`config.mk`:
```
export PLATFORM = sky130hd
export DESIGN_NAME = spi_master_regs
export DESIGN_NICKNAME = d
export VERILOG_FILES = /design/src/rtl/spim_pkg.sv /design/src/rtl/spim_fifo.sv /design/src/rtl/spim_shifter.sv /design/src/rtl/spi_master_regs.sv
export SDC_FILE = /design/constraint.sdc
export NUM_CORES = 2
export LEC_CHECK = 0
export CORE_UTILIZATION = 38
export CTS_BUF_LIST = sky130_fd_sc_hd__clkbuf_8
export CTS_CLUSTER_DIAMETER = 30
export CTS_CLUSTER_SIZE = 40
export DETAILED_ROUTE_END_ITERATION = 10
export SKIP_LAST_GASP = 1
export SLEW_MARGIN = 20
export SYNTH_ARGS = -nofsm -noshare
export SYNTH_HDL_FRONTEND = slang
export SYNTH_HIERARCHICAL = 1
export SYNTH_SLANG_ARGS = --single-unit
```
`constraint.sdc`:
```
create_clock -name clk -period 2.75 [get_ports clk]
set_input_delay 0.55 -clock clk [delete_from_list [all_inputs] [get_ports clk]]
set_output_delay 0.55 -clock clk [all_outputs]
set_load 0.01 [all_outputs]
```
`src/rtl/spim_pkg.sv`:
```
package spim_pkg;
  // word offsets of the register file
  localparam logic [3:0] OFF_CTRL = 4'd0;
  localparam logic [3:0] OFF_ISR  = 4'd1;
  localparam logic [3:0] OFF_IER  = 4'd2;
  localparam logic [3:0] OFF_IDR  = 4'd3;
  localparam logic [3:0] OFF_IMR  = 4'd4;
  localparam logic [3:0] OFF_ENR  = 4'd5;
  localparam logic [3:0] OFF_DLY  = 4'd6;
  localparam logic [3:0] OFF_TXD  = 4'd7;
  localparam logic [3:0] OFF_RXD  = 4'd8;

  // control bit positions
  localparam int CB_MASTER = 0;
  localparam int CB_CPOL   = 1;
  localparam int CB_CPHA   = 2;
  localparam int CB_DIV    = 3;
  localparam int DIV_W     = 3;
  localparam int CB_SS     = 10;
  localparam int SS_FIELD  = 4;
  localparam int CB_MANCS  = 14;
  localparam int CB_MANST  = 15;
  localparam int CB_GO     = 16;
  localparam logic [15:0] CTRL_WMASK = 16'hFC3F;
  localparam logic [15:0] CTRL_RESET = 16'h3C00;

  // status bit positions
  localparam int ISR_W      = 7;
  localparam int IB_RXOVF   = 0;
  localparam int IB_TXLOW   = 2;
  localparam int IB_TXFULL  = 3;
  localparam int IB_RXNE    = 4;
  localparam int IB_RXFULL  = 5;
  localparam int IB_TXOVF   = 6;

  // half period of sclk in reference clocks for a divisor code
  function automatic int unsigned spim_half(input int unsigned code);
    return 32'd1 << code;
  endfunction
endpackage

```
`src/rtl/spim_fifo.sv`:
```
module spim_fifo #(
  parameter int W     = 8,
  parameter int DEPTH = 128
) (
  input  logic                         clk,
  input  logic                         rst_n,
  input  logic                         push,
  input  logic [W-1:0]                 din,
  input  logic                         pop,
  output logic [W-1:0]                 dout,
  output logic                         full,
  output logic [$clog2(DEPTH):0]       level
);
  localparam int AW = $clog2(DEPTH);

  logic [W-1:0]  mem [DEPTH];
  logic [AW-1:0] wr_ptr, rd_ptr;
  logic          do_push, do_pop;

  assign full    = (level == (AW+1)'(DEPTH));
  assign do_push = push && !full;
  assign do_pop  = pop && (level != '0);
  assign dout    = mem[rd_ptr];

  always_ff @(posedge clk) begin
    if (do_push) mem[wr_ptr] <= din;
  end

  always_ff @(posedge clk or negedge rst_n) begin
    if (!rst_n) begin
      wr_ptr <= '0;
      rd_ptr <= '0;
      level  <= '0;
    end else begin
      if (do_push) wr_ptr <= wr_ptr + 1'b1;
      if (do_pop)  rd_ptr <= rd_ptr + 1'b1;
      case ({do_push, do_pop})
        2'b10:   level <= level + 1'b1;
        2'b01:   level <= level - 1'b1;
        default: level <= level;
      endcase
    end
  end
endmodule

```
`src/rtl/spim_shifter.sv`:
```
module spim_shifter import spim_pkg::*; #(
  parameter int FRAME_W = 8
) (
  input  logic               clk,
  input  logic               rst_n,
  input  logic               en,
  input  logic               cpol,
  input  logic               cpha,
  input  logic [DIV_W-1:0]   div_code,
  input  logic               start,
  input  logic [FRAME_W-1:0] tx_byte,
  input  logic               miso,
  output logic               sclk,
  output logic               mosi,
  output logic               busy,
  output logic               edge_tick,
  output logic               sample_tick,
  output logic               frame_done,
  output logic               rx_valid,
  output logic [FRAME_W-1:0] rx_byte
);
  localparam int CNT_W  = 1 << DIV_W;
  localparam int EDGES  = 2 * FRAME_W;
  localparam int EDGE_W = $clog2(EDGES);

  logic [CNT_W-1:0]   div_cnt, half_m1;
  logic [EDGE_W-1:0]  edge_idx;
  logic [FRAME_W-1:0] tx_sh, rx_sh;
  logic               sclk_q, busy_q, rxv_q, shift_tick, last_edge;

  assign half_m1     = CNT_W'(spim_half(32'(div_code)) - 32'd1);
  assign edge_tick   = busy_q && en && (div_cnt == half_m1);
  assign last_edge   = (edge_idx == EDGE_W'(EDGES - 1));
  assign sample_tick = edge_tick && (edge_idx[0] == cpha);
  assign shift_tick  = edge_tick && (edge_idx[0] != cpha) &&
                       (edge_idx != '0) && !last_edge;
  assign frame_done  = edge_tick && last_edge;

  assign sclk     = sclk_q;
  assign mosi     = tx_sh[FRAME_W-1];
  assign busy     = busy_q;
  assign rx_valid = rxv_q;
  assign rx_byte  = rx_sh;

  always_ff @(posedge clk or negedge rst_n) begin
    if (!rst_n) begin
      sclk_q   <= 1'b0;
      busy_q   <= 1'b0;
      rxv_q    <= 1'b0;
      div_cnt  <= '0;
      edge_idx <= '0;
      tx_sh    <= '0;
      rx_sh    <= '0;
    end else begin
      rxv_q <= frame_done;
      if (!en || !busy_q) begin
        sclk_q   <= cpol;
        div_cnt  <= '0;
        edge_idx <= '0;
        busy_q   <= en && start;
        if (en && start) tx_sh <= tx_byte;
      end else if (edge_tick) begin
        sclk_q   <= ~sclk_q;
        div_cnt  <= '0;
        edge_idx <= edge_idx + 1'b1;
        if (sample_tick) rx_sh <= {rx_sh[FRAME_W-2:0], miso};
        if (shift_tick)  tx_sh <= {tx_sh[FRAME_W-2:0], 1'b0};
        if (last_edge)   busy_q <= 1'b0;
      end else begin
        div_cnt <= div_cnt + 1'b1;
      end
    end
  end
endmodule

```
`src/rtl/spi_master_regs.sv`:
```
module spi_master_regs import spim_pkg::*; #(
  parameter int FIFO_DEPTH = 128,
  parameter int NUM_SS     = 3,
  parameter int TX_THRESH  = 1
) (
  input  logic              clk,
  input  logic              rst_n,
  input  logic              reg_wr,
  input  logic              reg_rd,
  input  logic [3:0]        reg_addr,
  input  logic [31:0]       reg_wdata,
  output logic [31:0]       reg_rdata,
  output logic              sclk,
  output logic              mosi,
  input  logic              miso,
  output logic [NUM_SS-1:0] ss_n,
  output logic              irq
);
  localparam int LVL_W = $clog2(FIFO_DEPTH) + 1;

  logic [15:0]      ctrl_q, ctrl_nx;
  logic             enr_q, man_go_q;
  logic [31:0]      dly_q;
  logic [ISR_W-1:0] imr_q, sticky_q, isr_live, isr_val, isr_ev;

  // named events of the register port
  logic wr_ctrl, wr_isr, wr_ier, wr_idr, wr_enr, wr_dly, wr_txd, rd_rxd;
  assign wr_ctrl = reg_wr && (reg_addr == OFF_CTRL);
  assign wr_isr  = reg_wr && (reg_addr == OFF_ISR);
  assign wr_ier  = reg_wr && (reg_addr == OFF_IER);
  assign wr_idr  = reg_wr && (reg_addr == OFF_IDR);
  assign wr_enr  = reg_wr && (reg_addr == OFF_ENR);
  assign wr_dly  = reg_wr && (reg_addr == OFF_DLY);
  assign wr_txd  = reg_wr && (reg_addr == OFF_TXD);
  assign rd_rxd  = reg_rd && (reg_addr == OFF_RXD);

  // FIFOs and shift engine
  logic [7:0]       tx_dout, rx_dout, rx_byte;
  logic [LVL_W-1:0] tx_level, rx_level;
  logic             tx_full, rx_full, tx_empty, rx_empty;
  logic             xfer_en, go, start, busy, rx_valid;
  logic             edge_tick, sample_tick, frame_done;
  logic             rx_rd_empty;

  assign tx_empty    = (tx_level == '0);
  assign rx_empty    = (rx_level == '0);
  assign xfer_en     = enr_q && ctrl_q[CB_MASTER];
  assign go          = ctrl_q[CB_MANST] ? man_go_q : 1'b1;
  assign start       = xfer_en && go && !tx_empty && !busy;
  assign rx_rd_empty = rd_rxd && rx_empty;

  spim_fifo #(.W(8), .DEPTH(FIFO_DEPTH)) u_txq (
    .clk(clk), .rst_n(rst_n), .push(wr_txd), .din(reg_wdata[7:0]),
    .pop(start), .dout(tx_dout), .full(tx_full), .level(tx_level));

  spim_fifo #(.W(8), .DEPTH(FIFO_DEPTH)) u_rxq (
    .clk(clk), .rst_n(rst_n), .push(rx_valid), .din(rx_byte),
    .pop(rd_rxd), .dout(rx_dout), .full(rx_full), .level(rx_level));

  spim_shifter #(.FRAME_W(8)) u_shift (
    .clk(clk), .rst_n(rst_n), .en(xfer_en),
    .cpol(ctrl_q[CB_CPOL]), .cpha(ctrl_q[CB_CPHA]),
    .div_code(ctrl_q[CB_DIV +: DIV_W]), .start(start), .tx_byte(tx_dout),
    .miso(miso), .sclk(sclk), .mosi(mosi), .busy(busy),
    .edge_tick(edge_tick), .sample_tick(sample_tick),
    .frame_done(frame_done), .rx_valid(rx_valid), .rx_byte(rx_byte));

  // control write with the mode/divisor lock while enabled
  always_comb begin
    ctrl_nx = reg_wdata[15:0] & CTRL_WMASK;
    if (enr_q) ctrl_nx[CB_DIV+DIV_W-1:CB_CPOL] = ctrl_q[CB_DIV+DIV_W-1:CB_CPOL];
  end

  // status assembly
  always_comb begin
    isr_live = '0;
    isr_live[IB_TXLOW]  = (tx_level < LVL_W'(TX_THRESH));
    isr_live[IB_TXFULL] = tx_full;
    isr_live[IB_RXNE]   = !rx_empty;
    isr_live[IB_RXFULL] = rx_full;
    isr_ev = '0;
    isr_ev[IB_RXOVF] = rx_valid && rx_full;
    isr_ev[IB_TXOVF] = wr_txd && tx_full;
  end
  assign isr_val = sticky_q | isr_live;
  assign irq     = |(isr_val & imr_q);

  always_ff @(posedge clk or negedge rst_n) begin
    if (!rst_n) begin
      ctrl_q   <= CTRL_RESET;
      enr_q    <= 1'b0;
      dly_q    <= '0;
      imr_q    <= '0;
      sticky_q <= '0;
      man_go_q <= 1'b0;
    end else begin
      if (wr_ctrl) ctrl_q <= ctrl_nx;
      if (wr_enr)  enr_q  <= reg_wdata[0];
      if (wr_dly)  dly_q  <= reg_wdata;
      if (wr_ier)       imr_q <= imr_q | reg_wdata[ISR_W-1:0];
      else if (wr_idr)  imr_q <= imr_q & ~reg_wdata[ISR_W-1:0];
      sticky_q <= (wr_isr ? (sticky_q & ~reg_wdata[ISR_W-1:0]) : sticky_q) | isr_ev;
      if (wr_ctrl && reg_wdata[CB_GO] && reg_wdata[CB_MANST]) man_go_q <= 1'b1;
      else if (tx_empty && !busy)                             man_go_q <= 1'b0;
    end
  end

  // slave selects, one per output
  for (genvar g = 0; g < NUM_SS; g++) begin : g_ss
    assign ss_n[g] = ctrl_q[CB_MANCS] ? ctrl_q[CB_SS + g] : 1'b1;
  end

  always_comb begin
    reg_rdata = '0;
    case (reg_addr)
      OFF_CTRL: reg_rdata = {16'b0, ctrl_q};
      OFF_ISR:  reg_rdata = {{(32-ISR_W){1'b0}}, isr_val};
      OFF_IMR:  reg_rdata = {{(32-ISR_W){1'b0}}, imr_q};
      OFF_ENR:  reg_rdata = {31'b0, enr_q};
      OFF_DLY:  reg_rdata = dly_q;
      OFF_RXD:  reg_rdata = rx_empty ? 32'b0 : {24'b0, rx_dout};
      default:  reg_rdata = '0;
    endcase
  end
endmodule

```
After elaboration in Yosys (flattened, before gate mapping)

Memory sizes are Yosys's and may differ from the RTL's.
Index checks and enable logic that the tools add are counted.

Reductions and logical operators: 55
Equal/unequal tests: 19
Order comparisons: 1
Bitwise gates (word level): 10
Multiplexer cells: 30
Add/sub/neg operators: 11
Shift-type cells: 1

Operators with widths:

| kind                                                                         | count |
|---|---|
| 32-bit case mux with 6 select lines                                          | 1 |
| 8-bit two-way mux                                                            | 7 |
| 8-bit case mux with 2 select lines                                           | 2 |
| 1-bit logical AND                                                            | 29 |
| 7-bit by 1-bit adder with 7-bit output, second input constant                | 4 |
| 8-bit by 1-bit adder with 8-bit output, second input constant                | 3 |
| 8-bit by 1-bit subtractor with 8-bit output, second input constant           | 3 |
| 7-bit bitwise AND                                                            | 3 |
| 7-bit two-way mux                                                            | 3 |
| 4-bit by 3-bit equality test with 1-bit output, second input constant        | 4 |
| 8-bit equality test, second input constant                                   | 2 |
| 8-bit zero test                                                              | 2 |
| 8-bit nonzero test                                                           | 2 |
| 1-bit two-way mux                                                            | 15 |
| 7-bit bitwise OR                                                             | 2 |
| 2-bit nonzero test                                                           | 7 |
| 4-bit by 2-bit equality test with 1-bit output, second input constant        | 2 |
| 4-bit equality test, second input constant                                   | 2 |
| 8-bit equality test                                                          | 1 |
| 8-bit by 1-bit less-than comparator with 1-bit output, second input constant | 1 |
| 4-bit two-way mux                                                            | 2 |
| 1-bit by 3-bit left shift with 8-bit output, first input constant            | 1 |
| 1-bit zero test                                                              | 7 |
| 7-bit inverter                                                               | 1 |
| 15 further kinds                                                             | 21 |

Output and inout port bits: 38
Word-level logic and storage cells: 149
Memory bits (writable): 2048
Bits in registers: 135
Bits of input ports: 41
Memories kept: 2

Memory list:

| name      | depth | bits a word | rd ports | clocked after Yosys merged registers in | write ports | line            | RTL |
|---|---|---|---|---|---|---|---|
| u_rxq.mem | 128   | 8           | 1        | 0                                       | 1           | spim_fifo.sv:16 | `logic [W-1:0] mem [DEPTH];` |
| u_txq.mem | 128   | 8           | 1        | 0                                       | 1           | spim_fifo.sv:16 |  |

Longest topological paths before layout

Depth after elaboration: 10
Depth in mapped cells: 16
Mapped depth without buffers: 15

By module

The synthesis kept the hierarchy.

Modules (own cells, without submodules):

| module             | cells each | area an instance (µm²) | sequential area each (µm²) | times used |
|---|---|---|---|---|
| spim_fifo at u_txq | 2047       | 40918.0                | 31300.0                    | 1 |
| spim_fifo at u_rxq | 2024       | 40847.9                | 31300.0                    | 1 |
| spi_master_regs    | 246        | 2946.6                 | 1506.4                     | 1 |
| spim_shifter       | 193        | 1968.1                 | 775.7                      | 1 |

Worst setup path after synthesis

Ideal clock, no wire load.

Path kind: input-to-reg
Start point: input port reg_addr[2]
End point: register u_txq.level[7]
Buffers on the path: 1
Data required time: 2.671 ns
Path slack: -0.526 ns
Cell stages on the path: 15
Setup time: 0.079 ns
Data arrival time: 3.197 ns
Path through: buf_2 > nor2b_2 > nand2_1 > nor2_1 > inv_1 > a31oi_1 > inv_1 > ha_1 > ha_1 > a21o_1 > a21oi_1 > o211ai_1 > and3_1 > nor3_1 > xor2_1

Cells in the longest elaborated chain, start to end: 5
Elaborated cells between the ends (all ways): 7
Classes of those cells: 3 x eq/ne; 1 x mux; 3 x reduce/logical

RTL lines:

| item                                                                                         | line                  | RTL |
|---|---|---|
| start: declaration                                                                           | spi_master_regs.sv:10 | `input logic [3:0] reg_addr,` |
| 4-bit by 3-bit equality test with 1-bit output (*)                                           | spi_master_regs.sv:34 | `assign wr_txd = reg_wr && (reg_addr == OFF_TXD);` |
| 1-bit logical AND (*)                                                                        | spi_master_regs.sv:34 |  |
| via wr_txd                                                                                   | spi_master_regs.sv:27 | `logic wr_ctrl, wr_isr, wr_ier, wr_idr, wr_enr, wr_dly, wr_txd, rd_rxd;` |
| 1-bit logical AND (*)                                                                        | spim_fifo.sv:21       | `assign do_push = push && !full;` |
| 2-bit by 1-bit equality test with 1-bit output / 2-bit equality test (equally long branches) | spim_fifo.sv:37       | `case ({do_push, do_pop})` |
| 8-bit case mux with 2 select lines / 2-bit nonzero test (equally long branches)              | n/a                   |  |
| end signal: assignment                                                                       | spim_fifo.sv:38       | `2'b10: level <= level + 1'b1;` |
| end signal: assignment                                                                       | spim_fifo.sv:39       | `2'b01: level <= level - 1'b1;` |
| end signal: assignment                                                                       | spim_fifo.sv:40       | `default: level <= level;` |
| end: declaration                                                                             | spim_fifo.sv:12       | `output logic [$clog2(DEPTH):0] level` |

Mark *: on every way through the listed nets, which the timed path passes. The rest lies on a longest branch.
A chain may end at the register's enable or synchronous reset.

Worst setup path after layout

Start point: register u_rxq.rd_ptr[0]
End point: output port reg_rdata[5]

Cells in the longest elaborated chain, start to end: 3

RTL lines:

| item                                | line                   | RTL |
|---|---|---|
| start: declaration                  | spim_fifo.sv:17        | `logic [AW-1:0] wr_ptr, rd_ptr;` |
| start signal: assignment            | spim_fifo.sv:36        | `if (do_pop) rd_ptr <= rd_ptr + 1'b1;` |
| memory read 128 x 8 bit             | n/a                    |  |
| via rx_dout[5]                      | spi_master_regs.sv:38  | `logic [7:0] tx_dout, rx_dout, rx_byte;` |
| 8-bit two-way mux                   | spi_master_regs.sv:121 | `OFF_RXD: reg_rdata = rx_empty ? 32'b0 : {24'b0, rx_dout};` |
| 32-bit case mux with 6 select lines | spi_master_regs.sv:115 | `case (reg_addr)` |
| end: declaration                    | spi_master_regs.sv:12  | `output logic [31:0] reg_rdata,` |

The timed path passes the listed nets, and every way through them passes these cells.

==> results.ini <==
[logic_synthesis]
synth_area_um2=86700
synth_fp_nets=4573
syn_area_per_cell_um2=19.2
syn_inst=4508
yosysWarnings=6

[worst_setup_path]
cp_data_arrival_time_ps=4080
endpoint_kind=output port
cp-start-kind=register
cp.required_ps=2200
crit_fanout=5
crit_type=register to output port

[finish]
final_util_pct=49.1
final_nets=5827
nFillCells=18400
multi_input_area_um2=22300
final_common_cell=edfxtp_1
area_delta_synth_final_pct=28.0
seqCellArea_um2=64900
stdcell_count=9097
drive_gt1_share_pct=41.8
final_cell_mix=edfxtp_1 (2048), buf_4 (788), clkbuf_8 (443)

[grt]
grt_antenna_before_repair=5
grtUsageTotal_pct=20.1
grt_pass1_wl_um=340000
grt_start_max_net_pins=90
grt_pass1_vias=50400
grt_overflow=0

[sta]
slew_headroom_pct=16.1
rsz0062_at_grt=yes
hold_violations=0
finalMaxSlewViolations=0
fin_setup_tns_ps=-17770
whs_ps=69.4
setup_viol=23
tightest_slew_ps=1240
fin_skew_ps=121
worst_slack_ps=-1880
fmax_ghz=0.216
min_period_ps=4630
finalCritPeriodShare_pct=169

[placed_design]
dp.cells=8175
dp_slack_ps=-1570
io_buffers=78
dpl.hpwl_um=148000
place.gp.congestion=0.858

[power_and_ir_drop]
switching_share_pct=27.5
clkPwrFrac_pct=36.7
combPwrFrac_pct=25.0
p_per_area_nw_per_um2=871
peakVddDrop_mv=0.704
p_leak_nw=38.0
seqPwrFrac_pct=38.3
p_int_mw=70.0
p_sw_mw=26.6

[floorplan]
core_um2=226000
die_x_um=480
fp-row-count=174
start_util_pct=38.4
die_area_um2=230000
die_height_um=480
ios=79

[clocking]
cts-buffers-inserted=428
clk_latency_ps=1120
cts_max_path_buffers=4
cts.sinks=2183
htreeDepth=5
cts-root-buf=clkbuf_8
path_clk_slew_ps=70
tritoncts=done

[detailed_routing]
firstDrtPassIters=7
wire_per_inst_um=25.7
via_per_inst=5.40
num_vias=49100
drt_first_iter_violations=4572
drc=0
drtAntennaViolNets=0
wl_um=234000

[outcome]
violations=setup timing
status=complete, but fails checks

[min_path]
hold_path.class=primary input to register

[flow_run]
maxCapViolations=0

==> worst max-delay path, stage by stage, from the launching register on <==
cell	delay, ps
dfrtp_4	520
buf_12	160
buf_6	110
mux4_2	530
a22o_1	260
a211oi_2	320
a211oi_4	110
o32a_1	400
a221o_1	390
buf_2	180
==> layout make-up <==
| type | instances | share of cell area [%] |
|---|---|---|
| well taps | 2992 | 3.37 |
| inverters | 30 | 0.104 |
| clock buffers | 443 | 5.50 |
| diodes | 5 | 0.0113 |
| multi-input cells | 2047 | 20.1 |
| clock inverters | 325 | 3.02 |
| flip-flops and latches | 2183 | 58.5 |
| repair buffers | 1072 | 9.34 |
==> registers in the layout (all words and copies together), names as in the netlist, named ones only <==
name,cells
u_shift/sclk,1
u_shift/div_cnt,8
u_rxq/wr_ptr,7
u_txq/wr_ptr,7
u_shift/rx_valid,1
u_txq/mem,1024
ctrl_q,12
u_rxq/level,8
u_shift/rx_byte,8
man_go_q,1
u_shift/tx_sh,8
sticky_q,7
enr_q,1
u_txq/rd_ptr,7
u_txq/level,8
u_shift/edge_idx,4
u_shift/busy,1
u_rxq/mem,1024
u_rxq/rd_ptr,7
dly_q,32
==> power by group through the flow <==
stage	Sequential (mW)	Clock, mW	Combinational [mW]
6_report	37.0	35.5	24.1
5_1_grt	37.0	37.6	25.3
4_1_cts	36.9	36.1	22.7
3_5_place_dp	37.6	0	19.6
3_3_place_gp	37.6	0	19.5
2_1_floorplan	37.4	0	11.7
==> per-stage QoR <==
step	instance area, µm²	total power [mW]
floorplan	86900	49.1
global placement	97600	57.0
detailed placement	97600	57.2
CTS	109000	95.7
global route	111000	99.9
finish	111000	96.6
==> path summary, 6_finish.rpt <==
check,from,depth (start not counted),to,slack [ps]
max reg2reg,u_txq/rd_ptr[0]$_DFFE_PN0P_,12,u_shift/tx_sh[4]$_DFFE_PN0P_,-390
max,u_rxq/rd_ptr[0]$_DFFE_PN0P_,9,reg_rdata[5],-1880
min,reg_wdata[1],1,u_txq/mem[91][1]$_DFFE_PP_,70
max in group asynchronous,rst_n,4,dly_q[12]$_DFFE_PN0P_,890
min in group asynchronous,rst_n,3,u_rxq/rd_ptr[0]$_DFFE_PN0P_,590
min reg2reg,dly_q[25]$_DFFE_PN0P_,1,dly_q[25]$_DFFE_PN0P_,490
==> per-layer routing <==
metal	global-route usage, %	part of all wire [%]
met4	6.23	2.6
met2	33.2	50
met3	3.44	6.5
met1	27.1	41
met5	0	0.0056
==> what timing repair did <==
item	CTS	global route
pin swaps	99	123
resized for setup	378	259
setup buffers	78	67
hold endpoints to repair	178	0
hold buffers	8	0
endpoints found under the setup margin	91	540
cloned	11	5
Note: power is estimated with default switching activity, not from simulation.
